`src/rtl/i2c_rtx_pkg.sv`:
```
package i2c_rtx_pkg;
  localparam int ADDR_W = 10;
  localparam int BYTE_W = 8;
  localparam int CNT_W  = $clog2(BYTE_W + 1);
  localparam logic [4:0] HDR10 = 5'b11110;

  typedef struct packed {
    logic sclRise;
    logic sclFall;
    logic startSeen;
    logic stopSeen;
    logic sdaLevel;
  } busEv_t;

  typedef struct packed {
    logic clrCnt;
    logic shiftIn;
    logic loadTx;
    logic shiftTx;
  } dpStrobe_t;

  typedef struct packed {
    logic hit7;
    logic hit10Hdr;
    logic hit10Low;
    logic rwBit;
  } addrHit_t;

  typedef enum logic [2:0] {
    ST_IDLE, ST_RX, ST_ACK, ST_WAIT, ST_LOAD, ST_TX, ST_MACK, ST_SKIP
  } engState_t;

  typedef enum logic [1:0] {
    AF_SKIP, AF_SECOND, AF_TX
  } afterAck_t;
endpackage

```
`src/rtl/i2c_rtx_datapath.sv`:
```
module i2c_rtx_datapath
  import i2c_rtx_pkg::*;
(
  input  logic              clk,
  input  logic              rstN,
  input  logic              sclIn,
  input  logic              sdaIn,
  input  logic [ADDR_W-1:0] ownAddr,
  input  logic              tenBitMode,
  input  logic              enableReq,
  input  logic              masterReq,
  input  logic [BYTE_W-1:0] txByte,
  input  dpStrobe_t         strobe,
  output busEv_t            busEv,
  output addrHit_t          addrHit,
  output logic              txMsb,
  output logic [CNT_W-1:0]  bitCnt,
  output logic              enActive,
  output logic              cfgTen
);
  logic sclQ, sdaQ;
  logic [ADDR_W-1:0] cfgAddr;
  logic [BYTE_W-1:0] rxShift, txShift;

  // line history for edge and condition detection
  always_ff @(posedge clk or negedge rstN) begin
    if (!rstN) begin
      sclQ <= 1'b1;
      sdaQ <= 1'b1;
    end else begin
      sclQ <= sclIn;
      sdaQ <= sdaIn;
    end
  end

  always_comb begin
    busEv.sclRise   = sclIn & ~sclQ;
    busEv.sclFall   = ~sclIn & sclQ;
    busEv.startSeen = sclIn & sclQ & sdaQ & ~sdaIn;
    busEv.stopSeen  = sclIn & sclQ & ~sdaQ & sdaIn;
    busEv.sdaLevel  = sdaIn;
  end

  // enable gating and configuration capture
  always_ff @(posedge clk or negedge rstN) begin
    if (!rstN) begin
      enActive <= 1'b0;
      cfgAddr  <= '0;
      cfgTen   <= 1'b0;
    end else begin
      enActive <= enableReq & ~masterReq;
      if (!enActive) begin
        cfgAddr <= ownAddr;
        cfgTen  <= tenBitMode;
      end
    end
  end

  // shifters and bit counter
  always_ff @(posedge clk or negedge rstN) begin
    if (!rstN) begin
      rxShift <= '0;
      txShift <= '1;
      bitCnt  <= '0;
    end else begin
      if (strobe.shiftIn) rxShift <= {rxShift[BYTE_W-2:0], sdaIn};
      if (strobe.loadTx)
        txShift <= txByte;
      else if (strobe.shiftTx)
        txShift <= {txShift[BYTE_W-2:0], 1'b1};
      if (strobe.clrCnt || strobe.loadTx)
        bitCnt <= '0;
      else if (strobe.shiftIn || strobe.shiftTx)
        bitCnt <= bitCnt + 1'b1;
    end
  end

  always_comb begin
    addrHit.hit7     = (rxShift[BYTE_W-1:1] == cfgAddr[BYTE_W-2:0]);
    addrHit.hit10Hdr = (rxShift[BYTE_W-1:3] == HDR10) &&
                       (rxShift[2:1] == cfgAddr[ADDR_W-1:BYTE_W]);
    addrHit.hit10Low = (rxShift == cfgAddr[BYTE_W-1:0]);
    addrHit.rwBit    = rxShift[0];
  end

  assign txMsb = txShift[BYTE_W-1];

  assert_cfg_frozen_R4: assert property (@(posedge clk) disable iff (!rstN)
    (enActive && $past(enActive)) |-> ($stable(cfgAddr) && $stable(cfgTen)));

  assert_master_blocks_R5: assert property (@(posedge clk) disable iff (!rstN)
    masterReq |=> !enActive);

  assert_cnt_bound_R8: assert property (@(posedge clk) disable iff (!rstN)
    bitCnt <= CNT_W'(BYTE_W));
endmodule

```
`src/rtl/i2c_rtx_ctrl.sv`:
```
module i2c_rtx_ctrl
  import i2c_rtx_pkg::*;
(
  input  logic             clk,
  input  logic             rstN,
  input  logic             sclIn,
  input  busEv_t           busEv,
  input  addrHit_t         addrHit,
  input  logic             txMsb,
  input  logic [CNT_W-1:0] bitCnt,
  input  logic             enActive,
  input  logic             cfgTen,
  input  logic             txValid,
  output dpStrobe_t        strobe,
  output logic             sclDriveLow,
  output logic             sdaDriveLow,
  output logic             readReq
);
  engState_t state, stateNxt;
  afterAck_t afterAck, afterNxt, kind;
  logic secondByte, secondNxt;
  logic tenMatched, tenNxt;
  logic slotRise, slotNxt;
  logic masterAck, mackNxt;
  logic ackIt;

  always_comb begin
    stateNxt  = state;
    afterNxt  = afterAck;
    secondNxt = secondByte;
    tenNxt    = tenMatched;
    slotNxt   = slotRise;
    mackNxt   = masterAck;
    strobe    = '0;
    ackIt     = 1'b0;
    kind      = AF_SKIP;
    if (!enActive) begin
      stateNxt  = ST_IDLE;
      tenNxt    = 1'b0;
      secondNxt = 1'b0;
    end else if (busEv.stopSeen) begin
      stateNxt = ST_IDLE;
      tenNxt   = 1'b0;
    end else if (busEv.startSeen) begin
      stateNxt      = ST_RX;
      secondNxt     = 1'b0;
      strobe.clrCnt = 1'b1;
    end else begin
      unique case (state)
        ST_RX: begin
          if (busEv.sclRise && bitCnt != CNT_W'(BYTE_W)) begin
            strobe.shiftIn = 1'b1;
          end else if (busEv.sclFall && bitCnt == CNT_W'(BYTE_W)) begin
            if (secondByte) begin
              if (addrHit.hit10Low) begin
                ackIt  = 1'b1;
                tenNxt = 1'b1;
              end
            end else if (!cfgTen) begin
              if (addrHit.hit7) begin
                ackIt = 1'b1;
                kind  = addrHit.rwBit ? AF_TX : AF_SKIP;
              end
            end else if (addrHit.hit10Hdr && !addrHit.rwBit) begin
              ackIt  = 1'b1;
              kind   = AF_SECOND;
              tenNxt = 1'b0;
            end else if (addrHit.hit10Hdr && tenMatched) begin
              ackIt = 1'b1;
              kind  = AF_TX;
            end
            stateNxt = ackIt ? ST_ACK : ST_SKIP;
            afterNxt = kind;
            slotNxt  = 1'b0;
          end
        end
        ST_ACK: begin
          if (busEv.sclRise) begin
            slotNxt = 1'b1;
          end else if (busEv.sclFall && slotRise) begin
            unique case (afterAck)
              AF_TX:     stateNxt = ST_WAIT;
              AF_SECOND: begin
                stateNxt      = ST_RX;
                secondNxt     = 1'b1;
                strobe.clrCnt = 1'b1;
              end
              default:   stateNxt = ST_SKIP;
            endcase
          end
        end
        ST_WAIT: begin
          if (txValid) begin
            strobe.loadTx = 1'b1;
            stateNxt      = ST_LOAD;
          end
        end
        ST_LOAD: stateNxt = ST_TX;
        ST_TX: begin
          if (busEv.sclFall) begin
            if (bitCnt == CNT_W'(BYTE_W - 1)) begin
              stateNxt = ST_MACK;
              slotNxt  = 1'b0;
            end else begin
              strobe.shiftTx = 1'b1;
            end
          end
        end
        ST_MACK: begin
          if (busEv.sclRise) begin
            slotNxt = 1'b1;
            mackNxt = ~busEv.sdaLevel;
          end else if (busEv.sclFall && slotRise) begin
            stateNxt = masterAck ? ST_WAIT : ST_SKIP;
          end
        end
        default: stateNxt = state;
      endcase
    end
  end

  always_ff @(posedge clk or negedge rstN) begin
    if (!rstN) begin
      state      <= ST_IDLE;
      afterAck   <= AF_SKIP;
      secondByte <= 1'b0;
      tenMatched <= 1'b0;
      slotRise   <= 1'b0;
      masterAck  <= 1'b0;
    end else begin
      state      <= stateNxt;
      afterAck   <= afterNxt;
      secondByte <= secondNxt;
      tenMatched <= tenNxt;
      slotRise   <= slotNxt;
      masterAck  <= mackNxt;
    end
  end

  assign readReq     = (state == ST_WAIT);
  assign sclDriveLow = (state == ST_WAIT) || (state == ST_LOAD);
  assign sdaDriveLow = (state == ST_ACK) ||
                       (((state == ST_LOAD) || (state == ST_TX)) && !txMsb);

  assert_req_clears_R7: assert property (@(posedge clk) disable iff (!rstN || !enActive)
    (readReq && txValid) |=> (!readReq && sclDriveLow));

  assert_scl_release_R7: assert property (@(posedge clk) disable iff (!rstN || !enActive)
    (readReq && txValid) |=> ##1 !sclDriveLow);

  assert_sda_moves_low_R8: assert property (@(posedge clk) disable iff (!rstN || !enActive)
    !$stable(sdaDriveLow) |-> !sclIn);

  assert_req_after_slot_R6: assert property (@(posedge clk) disable iff (!rstN)
    $rose(readReq) |-> $past((state == ST_ACK) || (state == ST_MACK)));

  assert_quiet_disabled_R5: assert property (@(posedge clk) disable iff (!rstN)
    !enActive |=> (!sclDriveLow && !sdaDriveLow));
endmodule

```
`src/rtl/i2c_read_slave.sv`:
```
module i2c_read_slave
  import i2c_rtx_pkg::*;
(
  input  logic              clk,
  input  logic              rstN,
  input  logic              sclIn,
  input  logic              sdaIn,
  output logic              sclDriveLow,
  output logic              sdaDriveLow,
  input  logic [ADDR_W-1:0] ownAddr,
  input  logic              tenBitMode,
  input  logic              enableReq,
  input  logic              masterReq,
  output logic              readReq,
  input  logic              txValid,
  input  logic [BYTE_W-1:0] txByte
);
  busEv_t           busEv;
  addrHit_t         addrHit;
  dpStrobe_t        strobe;
  logic             txMsb;
  logic [CNT_W-1:0] bitCnt;
  logic             enActive;
  logic             cfgTen;

  i2c_rtx_datapath u_dp (
    .clk(clk), .rstN(rstN), .sclIn(sclIn), .sdaIn(sdaIn),
    .ownAddr(ownAddr), .tenBitMode(tenBitMode),
    .enableReq(enableReq), .masterReq(masterReq), .txByte(txByte),
    .strobe(strobe), .busEv(busEv), .addrHit(addrHit), .txMsb(txMsb),
    .bitCnt(bitCnt), .enActive(enActive), .cfgTen(cfgTen)
  );

  i2c_rtx_ctrl u_ctrl (
    .clk(clk), .rstN(rstN), .sclIn(sclIn), .busEv(busEv),
    .addrHit(addrHit), .txMsb(txMsb), .bitCnt(bitCnt),
    .enActive(enActive), .cfgTen(cfgTen), .txValid(txValid),
    .strobe(strobe), .sclDriveLow(sclDriveLow),
    .sdaDriveLow(sdaDriveLow), .readReq(readReq)
  );
endmodule

```
`config.mk`:
```
export PLATFORM = sky130hd
export DESIGN_NAME = i2c_read_slave
export DESIGN_NICKNAME = d
export VERILOG_FILES = /design/src/rtl/i2c_rtx_pkg.sv /design/src/rtl/i2c_rtx_datapath.sv /design/src/rtl/i2c_rtx_ctrl.sv /design/src/rtl/i2c_read_slave.sv
export SDC_FILE = /design/constraint.sdc
export NUM_CORES = 1
export LEC_CHECK = 0
export BUFFER_PORTS_ARGS = -buffer_cell sky130_fd_sc_hd__clkbuf_2
export CORE_MARGIN = 8
export CORE_UTILIZATION = 30
export DETAILED_ROUTE_END_ITERATION = 16
export PLACE_DENSITY = 0.51
export SLEW_MARGIN = 10
export SYNTH_ARGS = -nofsm -noshare
export SYNTH_HDL_FRONTEND = slang
export SYNTH_HIERARCHICAL = 1
export SYNTH_SLANG_ARGS = --single-unit
```
`constraint.sdc`:
```
create_clock -name clk -period 2.8 [get_ports clk]
set_input_delay 0.28 -clock clk [delete_from_list [all_inputs] [get_ports clk]]
set_output_delay 0.28 -clock clk [all_outputs]
set_load 0.05 [all_outputs]
```
### After elaboration in Yosys (flattened, before gate mapping)

Index checks and enable logic that the tools add are counted.

* add/sub/neg operators: 1
* $mul: 0
* divide/modulo/power cells: 0
* magnitude comparators: 0
* equal/unequal tests: 42
* shift-type cells: 0
* multiplexer cells: 76
* bitwise logic cells: 16
* reductions and logical operators: 24

Operators with widths (number)
* $mux W1: 46
* $mux W3: 15
* $ne A5 B4 Y1 const B: 5
* $ne A5 B5 Y1 const B: 4
* $pmux W3 S6: 1
* $mux W4: 4
* $mux W8: 2
* $ne A3 B2 Y1 const B: 5
* $mux W2: 6
* $reduce_and A10 Y1: 1
* $reduce_and A5 Y1: 2
* $eq A3 B3 Y1 const B: 3
* $ne A3 B3 Y1 const B: 3
* $ne A9 B4 Y1 const B: 1
* $reduce_and A9 Y1: 1
* $and A1 B1 Y1: 8
* $eq A8 B8 Y1: 1
* $ne A2 B1 Y1 const B: 4
* $ne A4 B4 Y1 const B: 2
* $not A1 Y1: 8
* $eq A7 B7 Y1: 1
* $logic_and A1 B1 Y1: 7
* $reduce_and A7 Y1: 1
* $eq A3 B2 Y1 const B: 2
* 19 further kinds: 26

* register bits: 43
* latch bits: 0
* bits in writable memories: 0
* bits in read-only memories: 0
* input port bits: 26
* output and inout bits: 3
* word-level logic and storage cells: 173
* memories: 0

### Depth between registers and ports, before layout

* depth after elaboration: 20
* depth in mapped cells: 10
* gate-level depth less buffers: 9

### Modules after synthesis

Netlist, hierarchy kept.

By module, submodules not included
* i2c_rtx_datapath: times used 1, cells each 126, area each 1599.0 µm², seq. area each 863.3 µm²
* i2c_rtx_ctrl: times used 1, cells each 95, area each 804.5 µm², seq. area each 225.2 µm²

### Worst setup path after synthesis

Ideal clock, no wire load.

* kind: register to register
* start point: register u_dp.sclQ
* end point: register u_dp.bitCnt[1]
* setup time: 0.134 ns
* arrival: 1.990 ns
* data required time: 2.666 ns
* setup slack: 0.676 ns
* stages on the path, launching flop included: 11
* path buffers: 1
* clock period less this slack: 2.124 ns
* cell sequence: dfstp_2 nand2_1 nor3b_1 and2b_1 nand2_1 nor3_2 and3b_2 clkbuf_8 nor2_4 mux2i_1 nor3_1

RTL lines
* start, declared: line i2c_rtx_datapath.sv:21 `logic sclQ, sdaQ;`
* start signal, assigned: line i2c_rtx_datapath.sv:31 `sclQ <= sclIn;`
* end signal, assigned: line i2c_rtx_datapath.sv:74 `bitCnt <= bitCnt + 1'b1;`
* end, declared: line i2c_rtx_datapath.sv:17 `output logic [CNT_W-1:0] bitCnt,`

==> results.md <==
* Peak VDD IR at 0.210 mV
* Largest family of logic cells by synthesized area: simple AND/OR/NAND/NOR gates
* Die area at 0.0111 mm²
* Critical-path top delay cell: dfstp_2
* Crit path kind: flip-flop to flip-flop
* Prevailing post-synth register cell: dfrtp_1
* Nets at around 280
* Row count at 32
* Crit-path cells: nand2_1 > nor3b_1 > nor2b_1 > nand2_1 > nor3_2 > and3b_2 > o2111ai_1 > xor2_1 > nor3_1
* Post-Synth XOR/XNOR Area at 0.0729
* HPWL after DPL at 3.56 mm
* Max-slew violations at 0
* Compound-Gate Fraction of Synth Area at 0.0890
* Antenna-violating nets left at 0
* RSZ-0062 raised after global routing: false
* Post-Synth Simple-Gate Area at 0.186
* Synth area leaders: dfrtp_1 34%, dfstp_2 11%, mux2_2 8.9%
* Core area at 0.00773 mm²
* Setup_tns at 0 ns
* TritonRoute pass-1 iters at 4
* Yosys cell types at 54
* Yosys reg bits at 43
* Clock skew at around 0.0092 ns
* Root buffer cell: clkbuf_8
* Slowest stage delay, CP at 0.55 ns
* Arrival time at the worst endpoint at 2.54 ns
* Vias in the first global route at ~1,700
* Post-CTS sizing at 0
* Post-synthesis mux area share at 0.146
* Initial core utilization at 0.311
* Post-CTS Repair Setup Buffers at 0
* Max-Cap Viols at 0
* Peak Freq at 418 MHz
* Clock Latency Late Sink at 0.30 ns
* CP max FO at 11
* Crit end category: flip-flop
* Worst r2r src: u_dp/sclQ
* Async SR Flop Fraction at 1.00
* Hold path start: sclIn
* Initial antenna violation count at 0
* WL/cell at approximately 14 µm
* Final period util at 0.853
* Hold Fails Final Rpt at 0
* Port bufs at 28
* Num CTS Buffers at 5
* Post-synthesis sequential area ratio at 0.453
* Synth Area in Adders at 0.0156
* DR vias/cell at 4.81
* Clk buf depth at 2
* Net count after synthesis at 250
* DR vias at 1,706
* GP Congestion at 0.753
* Yosys top cell area share at 0.344
* Ant. Diodes at 0
* Synth Warn # at 6
* Hold Crit Class: input port to flip-flop
* Leakage power at 1.19 nW
* Die width at 106 µm
* EDFF count, synth at 0
* CP most frequent cell: nand2_1
* Area Overhead vs Synth at 16.4%
* Largest net degree at the start of global routing at 40
* Syn Inst Count at 221
* First-pass GRT wire length at 8.47 mm
* Worst setup SP type: flip-flop
* Clock Sinks at 43
* Status: complete, no violations
* Synth Area per Inst at about 11 µm²
* Total track usage at 0.0920
* Largest area contributor in the synthesized netlist: dfrtp_1
* CP Data Required Time at around 3.0 ns
* Worst setup margin at 0.410 ns
* Die height at between 100 and 150 µm
* Post-synth top cells: 33 x dfrtp_1, 19 x mux2_2, 17 x nand2_1
* Final Setup Violations at 0
* WL final at 4.94 mm
* I/O pin count at 29
* Cell family with most CP delay: simple AND/OR/NAND/NOR gates
* Drt drc at 0
* Mapped Area at approximately 0.0024 mm²
* Worst Setup SP: u_dp/sclQ
* CTS tree: yes
* Clk slew on worst S/H paths at ~0.090 ns
* Minimum clock period at ~2.4 ns
* Worst Tran Pin Value at approximately 1.1 ns
* Most common cell in the synthesized netlist: dfrtp_1
* Worst Path Buf+Inv at 0
* Relative slew slack at 0.284
* Fraction of layout cells with a size suffix above 1 at 0.328
* Hold-fix buffers at CTS at 0
* Initial DRC count at 46
* Pwr dens at 553 mW/mm²
* DP Worst Slack at 0.416 ns
* Congestion Overflow GR at 0
* CTS H-tree depth at 2
## power breakdown
part	internal (mW)	total, mW	switching (mW)
clock	0.362	0.596	0.233
combinational	0.106	0.211	0.105
sequential	0.677	0.741	0.0647
## sequential cells by signal, indices dropped and copies added (netlist names)
name               count
u_dp/cfgAddr          10
u_dp/rxShift           8
u_ctrl/state           3
u_dp/cfgTen            1
u_dp/txShift           8
u_ctrl/secondByte      1
u_ctrl/slotRise        1
u_ctrl/afterAck        2
u_dp/sclQ              1
u_ctrl/tenMatched      1
u_dp/sdaQ              1
u_ctrl/masterAck       1
u_dp/enActive          1
u_dp/bitCnt            4
## final timing paths
check / to / slack (ns) / depth (start not counted)
setup / recovery: u_dp/bitCnt[3] / 0.41 / 9
setup reg to reg: u_dp/bitCnt[3] / 0.41 / 9
hold reg to reg: u_ctrl/masterAck / 0.50 / 1
max in group asynchronous: u_dp/txShift[4] / 1.92 / 2
min in group asynchronous: u_dp/rxShift[4] / 0.14 / 1
hold / removal: u_dp/sclQ / 0.09 / 1
## area by class of cell
cell class	instances	area, µm²
Tap cell	102	128
Timing Repair Buffer	34	185
Inverter	5	18.8
Multi-Input combinational cell	163	1240
Clock inverter	3	71.3
Sequential cell	43	1090
Fill cell	784	4930
Clock buffer	5	68.8
## routing by layer
| layer | part of all wire | global-route usage | vias to the layer above |
|---|---|---|---|
| li1 | - | - | 844 |
| met1 | 0.49 | 0.124 | 830 |
| met2 | 0.47 | 0.138 | 28 |
| met3 | 0.030 | 0.0219 | 4 |
| met4 | 0.013 | 0.0362 | 0 |
| met5 | 0 | 0 | - |
## logic make-up (layout without fill, tap and decap cells)
family | count (synthesis) | after routing
AOI/OAI and AO/OA | 30 | 30
xor gates and xnor gates | 20 | 20
adders and majority gates | 3 | 3
buffers and inverters | 15 | 47
DFF | 43 | 43
muxes | 32 | 32
and+or+nand+nor | 78 | 78
## layout by cell type (no fill, tap or decap), drive strengths merged, types with 4 or more instances in the layout
master,instances
buf,6
nand2b,6
nor2,15
inv,6
nand4,5
o21ai,11
dfstp,10
mux2i,10
nand2,18
dfrtp,33
xnor2,12
nor3,8
nor2b,8
mux2,22
xor2,8
clkbuf,33
nor4,4
## stage by stage
stage / cell area, µm² / util / power [mW] / hold WS (ns) / cells
after global routing: 2800 / 0.362 / 1.63 / 0.0814 / 355
after CTS: 2800 / 0.362 / 1.57 / 0.0803 / 355
final: 2800 / 0.362 / 1.55 / 0.0909 / 355
after detailed placement: 2660 / 0.344 / 0.966 / 0.407 / 347
after floorplan: 2400 / - / 0.900 / -0.0156 / 221
after global placement: 2660 / 0.344 / 0.966 / 0.404 / 347
No activity file was read; power rests on OpenSTA's default activity.
